[src/rtl/iout_stat_pkg.sv]
package iout_stat_pkg;
    localparam int BYTE_W   = 8;
    localparam int NFLAG    = 4;
    localparam int FLAG_LSB = BYTE_W - NFLAG;
    // Flag index inside the upper nibble; the byte position is FLAG_LSB + index.
    localparam int IX_UCF   = 0;
    localparam int IX_OCW   = 1;
    localparam int IX_OCLV  = 2;
    localparam int IX_OCF   = 3;

    typedef enum logic [0:0] {
        MK_RUN  = 1'b0,
        MK_SAVE = 1'b1
    } mk_state_e;
endpackage

[src/rtl/iout_flag_cell.sv]
module iout_flag_cell (
    input  logic clk,
    input  logic rst_n,
    input  logic set_evt,
    input  logic blk,
    input  logic clr,
    output logic q
);
    logic set_ok;
    assign set_ok = set_evt & ~blk;

    always_ff @(posedge clk or negedge rst_n) begin
        if (!rst_n)      q <= 1'b0;
        else if (set_ok) q <= 1'b1;
        else if (clr)    q <= 1'b0;
    end

    AST_SET_WINS: assert property (@(posedge clk) disable iff (!rst_n)
        (set_evt && !blk) |=> q);
    AST_LATCHED: assert property (@(posedge clk) disable iff (!rst_n)
        (q && !clr) |=> q);
    AST_BLOCKED: assert property (@(posedge clk) disable iff (!rst_n)
        (!q && blk) |=> !q);
endmodule

[src/rtl/iout_mask_ctl.sv]
module iout_mask_ctl
    import iout_stat_pkg::*;
(
    input  logic             clk,
    input  logic             rst_n,
    input  logic             wr_en,
    input  logic [NFLAG-1:0] wr_bits,
    input  logic             nv_restore,
    input  logic             nv_bit,
    input  logic             nv_store,
    output logic [NFLAG-1:0] mask_q,
    output logic             save_valid,
    output logic             save_bit
);
    mk_state_e state_q, state_d;
    logic      held_q;

    always_ff @(posedge clk or negedge rst_n) begin
        if (!rst_n) begin
            mask_q <= '0;
        end else begin
            if (wr_en) mask_q <= wr_bits;
            if (nv_restore) begin
                mask_q[IX_OCF] <= nv_bit;
                mask_q[IX_OCW] <= nv_bit;
            end
        end
    end

    always_comb begin
        state_d = state_q;
        unique case (state_q)
            MK_RUN:  if (nv_store) state_d = MK_SAVE;
            MK_SAVE: state_d = MK_RUN;
            default: state_d = MK_RUN;
        endcase
    end

    always_ff @(posedge clk or negedge rst_n) begin
        if (!rst_n) begin
            state_q <= MK_RUN;
            held_q  <= 1'b0;
        end else begin
            state_q <= state_d;
            if (state_q == MK_RUN && nv_store) held_q <= mask_q[IX_OCW];
        end
    end

    always_comb begin
        save_valid = (state_q == MK_SAVE);
        save_bit   = save_valid ? held_q : 1'b0;
    end

    AST_RESTORE_PAIR: assert property (@(posedge clk) disable iff (!rst_n)
        nv_restore |=> (mask_q[IX_OCF] == $past(nv_bit)) && (mask_q[IX_OCW] == $past(nv_bit)));
    AST_SAVE_ONE_CYCLE: assert property (@(posedge clk) disable iff (!rst_n)
        save_valid |=> !save_valid);
    AST_SAVE_FOLLOWS: assert property (@(posedge clk) disable iff (!rst_n)
        (!save_valid && nv_store) |=> (save_valid && save_bit == $past(mask_q[IX_OCW])));
endmodule

[src/rtl/iout_alert_gate.sv]
module iout_alert_gate
    import iout_stat_pkg::*;
(
    input  logic [NFLAG-1:0] flags,
    input  logic [NFLAG-1:0] mask,
    output logic             alert
);
    logic [NFLAG-1:0] hit;
    for (genvar i = 0; i < NFLAG; i++) begin : g_hit
        assign hit[i] = flags[i] & ~mask[i];
    end
    assign alert = |hit;
endmodule

[src/rtl/iout_status_reg.sv]
module iout_status_reg
    import iout_stat_pkg::*;
(
    input  logic              clk,
    input  logic              rst_n,
    input  logic              evt_oc_fault,
    input  logic              evt_oc_warn,
    input  logic              evt_uc_fault,
    input  logic              vout_below_lv,
    input  logic              iout_above_oc,
    input  logic              dis_oc_fault,
    input  logic              dis_oc_warn,
    input  logic              dis_uc_fault,
    input  logic              dis_oc_lv,
    input  logic              wr_stat_en,
    input  logic [BYTE_W-1:0] wr_stat_data,
    output logic [BYTE_W-1:0] stat_rd,
    input  logic              mask_wr_en,
    input  logic [BYTE_W-1:0] mask_wr_data,
    output logic [BYTE_W-1:0] mask_rd,
    input  logic              clr_faults,
    input  logic              out_on,
    input  logic              vout_uvf_clr,
    input  logic              nv_restore,
    input  logic              nv_bit,
    input  logic              nv_store,
    output logic              nv_store_valid,
    output logic              nv_store_bit,
    output logic              alert_req
);
    logic [NFLAG-1:0] set_vec, blk_vec, clr_vec, flag_q, mask_q, w1c_bits;
    logic             unused_lo;

    assign unused_lo = ^{wr_stat_data[FLAG_LSB-1:0], mask_wr_data[FLAG_LSB-1:0]};
    assign w1c_bits  = wr_stat_data[FLAG_LSB +: NFLAG];

    always_comb begin
        set_vec[IX_UCF]  = evt_uc_fault;
        set_vec[IX_OCW]  = evt_oc_warn;
        set_vec[IX_OCLV] = vout_below_lv & iout_above_oc;
        set_vec[IX_OCF]  = evt_oc_fault;
        blk_vec[IX_UCF]  = dis_uc_fault;
        blk_vec[IX_OCW]  = dis_oc_warn;
        blk_vec[IX_OCLV] = dis_oc_lv;
        blk_vec[IX_OCF]  = dis_oc_fault;
    end

    for (genvar i = 0; i < NFLAG; i++) begin : g_flag
        if (i == IX_OCLV) begin : g_foreign_clr
            assign clr_vec[i] = vout_uvf_clr;
        end else begin : g_local_clr
            assign clr_vec[i] = clr_faults | out_on | (wr_stat_en & w1c_bits[i]);
        end
        iout_flag_cell u_cell (
            .clk     (clk),
            .rst_n   (rst_n),
            .set_evt (set_vec[i]),
            .blk     (blk_vec[i]),
            .clr     (clr_vec[i]),
            .q       (flag_q[i])
        );
    end

    iout_mask_ctl u_mask (
        .clk        (clk),
        .rst_n      (rst_n),
        .wr_en      (mask_wr_en),
        .wr_bits    (mask_wr_data[FLAG_LSB +: NFLAG]),
        .nv_restore (nv_restore),
        .nv_bit     (nv_bit),
        .nv_store   (nv_store),
        .mask_q     (mask_q),
        .save_valid (nv_store_valid),
        .save_bit   (nv_store_bit)
    );

    iout_alert_gate u_alert (
        .flags (flag_q),
        .mask  (mask_q),
        .alert (alert_req)
    );

    assign stat_rd = {flag_q, {FLAG_LSB{1'b0}}};
    assign mask_rd = {mask_q, {FLAG_LSB{1'b0}}};

    AST_OCLV_NEEDS_BOTH: assert property (@(posedge clk) disable iff (!rst_n)
        (!flag_q[IX_OCLV] && !(vout_below_lv && iout_above_oc)) |=> !flag_q[IX_OCLV]);
    AST_OCLV_KEEP: assert property (@(posedge clk) disable iff (!rst_n)
        (flag_q[IX_OCLV] && !vout_uvf_clr) |=> flag_q[IX_OCLV]);
    AST_GLOBAL_CLR: assert property (@(posedge clk) disable iff (!rst_n)
        ((clr_faults || out_on) && !evt_oc_fault) |=> !flag_q[IX_OCF]);
    AST_ALERT_QUIET: assert property (@(posedge clk) disable iff (!rst_n)
        ($countones(flag_q) == 0) |-> !alert_req);
endmodule

[config.mk]
export PLATFORM = sky130hd
export DESIGN_NAME = iout_status_reg
export DESIGN_NICKNAME = d
export VERILOG_FILES = /design/src/rtl/iout_stat_pkg.sv /design/src/rtl/iout_flag_cell.sv /design/src/rtl/iout_mask_ctl.sv /design/src/rtl/iout_alert_gate.sv /design/src/rtl/iout_status_reg.sv
export SDC_FILE = /design/constraint.sdc
export NUM_CORES = 1
export LEC_CHECK = 0
export BUFFER_PORTS_ARGS = -buffer_cell sky130_fd_sc_hd__buf_2
export CORE_AREA = 2 2 43 45
export DETAILED_ROUTE_END_ITERATION = 12
export DIE_AREA = 0 0 45 47
export GPL_TIMING_DRIVEN = 0
export PLACE_DENSITY_LB_ADDON = 0.3
export RECOVER_POWER = 25
export SLEW_MARGIN = 20
export SYNTH_ARGS = -nofsm -noshare
export SYNTH_HDL_FRONTEND = slang
export SYNTH_SLANG_ARGS = --single-unit
[constraint.sdc]
create_clock -name clk -period 1.3 [get_ports clk]
set_clock_uncertainty 0.15 [all_clocks]
set_input_delay 0.195 -clock clk [delete_from_list [all_inputs] [get_ports clk]]
set_output_delay 0.195 -clock clk [all_outputs]
set_load 0.02 [all_outputs]
==> flow_summary.ini <==
[setup_path]
rr_startpoint = u_mask.mask_q[3]
crit_path_start_kind = register
reg2reg_to = u_mask.mask_q[3]
cp_data_arrival_time_ps = 1060
endpoint_kind = output port
crit_type = register to output port
required_ps = 950
max_stage_delay_ps = 360
worst_r2r_path_depth = 3
r2r_slack_ps = -10
worstPathCellList = inv_1 > o2111ai_2 > buf_6
slowest_stage = dfrtp_1
cp_max_fo = 2

[route]
first_pass_iters = 1
wl_met3_um = 120
ant_nets = 0
top_layer_used = met4
drt_first_iter_violations = 0
vias = 516
drt-vias-per-instance = 4.23
drt-wirelength-per-cell_um = 10.2
drc_errors = 0
met2_length_um = 641
finalWirelength_um = 1250
wl_met1_um = 471

[synthesis]
ys_top_cells_by_area = dfrtp_1 47%, buf_4 17%, mux2_2 11%
yosysWarnings = 0
yosysUniqueCellTypes = 14
synth_area_per_cell_um2 = 10.9
synth-adder-area-share = 0
ys_ff_latch = 10
synth-simple-area-share = 0.0939
synth_xor_area_frac = 0
synth_mux_area_frac = 0.148
synthCells = 49
yosys.area.top_type = dfrtp_1
ys_seq_area_frac = 0.469
synth_compound_area_frac = 0.0845
synth.cell_area_um2 = 533
synth_top_family_by_area = buffers and inverters
synth_top_area_share = 0.469

[clock_network]
h-tree-depth = 1
ctsRootBufferMaster = clkbuf_4
tritoncts = yes
clock_latency_ps = 270
clock_sinks = 10
path_clk_slew_ps = 70
clockBufferDepth = 2
numCtsBuffers = 3

[global_routing]
grt_pass1_wl_um = 1840
antenna_found_initial = 0
grt_overflow = 0
track_usage = 0.125
grt_pass1_vias = 468
grt_max_degree = 11

[placement]
routabilityCongestion = 0.702
hpwl_um = 919
port_buffers = 36
dpl_worst_slack_ps = 100

[timing]
tightest_slew_ps = 592
rsz0062_at_grt = yes
hold_viol = 0
fmax_ghz = 0.713
finalWorstSetupSlack_ps = -102
hold_ws_ps = 6.50
finalSetupViolations = 2
slew-limit-headroom = 0.605
period_minus_slack_ps = 1400
fin_crit_sh = 1.08
slew_violations = 0

[power]
power_density_nw_per_um2 = 983
ir_drop_mv = 0.695
p_leak_nw = 0.533

[run_status]
status = finished, violations left
violations = setup timing

[finish]
final_nets = 141
seqCellArea_um2 = 251
n_antenna_cell = 0
final_layout_size_suffix_gt1_frac = 0.619
multiInputGateArea_um2 = 231
syn_to_final_growth_pct = 82.9
fin_util = 0.590
fillCellCount = 147

[floorplan]
fp.dieH_um = 47
ioPinCount = 54
rows = 15
die_area_um2 = 2120
coreArea_um2 = 1650
die_w_um = 45
initial_core_util = 0.323

[worst_hold_path]
min_delay_path_depth = 2
hold_end = u_mask.mask_q[0]
min_path_type = primary input to register
hp-start = mask_wr_data[4]

[job]
cap_violations = 0
==> state kept, by name, summed over array words and instances (netlist names) <==
name and cells:
g_flag.u_cell.q 4, u_mask.mask_q 4, u_mask.held_q 1, u_mask.save_valid 1
==> cell usage after synthesis <==
master and instances:
a32o_1 3, and2_1 1, buf_4 12, conb_1 1
dfrtp_1 10, inv_1 4, mux2_1 2, mux2_2 5
nand2_1 4, nand2b_1 3, nor2_1 1, nor2b_1 1
o2111ai_1 1, o22ai_1 1
==> worst max path at each step <==
stage / from / endpoint / slack (ps)
floorplan: u_mask.mask_q[1] / u_mask.mask_q[1] / 40
global placement: u_mask.mask_q[1] / u_mask.mask_q[1] / 110
detailed placement: u_mask.mask_q[3] / u_mask.mask_q[3] / 100
CTS: g_flag[1].u_cell.q / alert_req / -100
global route: g_flag[2].u_cell.q / alert_req / -170
finish: g_flag[2].u_cell.q / alert_req / -100
==> layout make-up <==
class | count | share of cell area
inverters | 4 | 0.0154
multi-input cells | 30 | 0.237
well taps | 17 | 0.0218
flip-flops and latches | 10 | 0.258
plain buffers | 11 | 0.0886
clock buffers | 4 | 0.0372
repair buffers | 46 | 0.341
==> metal layers <==
layer	vias to the layer above	global-route usage
met1	228	0.130
met4	0	0.0529
li1	257	-
met2	29	0.234
met3	2	0.0346
met5	-	0
==> kinds of logic after synthesis <==
family	after synthesis
compound gates	5
mux	7
other cells	1
buf+inv	16
simple gates	10
flops	10
==> worst max-delay path, delay by kind of cell, from the launching register on <==
kind | cells | cell delay, ps
buffers and inverters | 2 | 210
AOI/OAI and AO/OA | 1 | 200
DFF | 1 | 360
==> power by group <==
group	total (mW)	leakage, nW	internal (mW)	switching, mW
sequential	0.363	0.121	0.341	0.0220
clock	0.281	0.0210	0.170	0.111
combinational	0.314	0.392	0.183	0.130
total	0.958	0.533	0.695	0.263
==> stage by stage <==
step,std cells,power (mW),TNS [ps],area [um^2]
2_1_floorplan,56,0.505,0,559
3_3_place_gp,109,0.588,0,761
3_5_place_dp,109,0.592,0,761
4_1_cts,122,0.942,-109,931
5_1_grt,122,1.02,-272,975
6_report,122,0.958,-113,975
==> layout by cell type (no fill, tap or decap), types with 4 or more instances in the layout <==
| cell type | Yosys | layout |
|---|---|---|
| inv_1 | 4 | 4 |
| dfrtp_1 | 10 | 9 |
| dlygate4sd3_1 | 0 | 6 |
| mux2_2 | 5 | 4 |
| buf_6 | 0 | 12 |
| nand2_1 | 4 | 4 |
| buf_2 | 0 | 26 |
| buf_4 | 12 | 12 |
| conb_1 | 1 | 8 |
==> what timing repair did <==
item                       in CTS  in global routing
buffers inserted                3                  1
hold buffers                    6                  0
hold endpoints to repair       14                  0
setup endpoints to repair       4                 11
resized for setup              14                 14
pin swaps                       1                  0
Power figures use the tool's default switching activity.
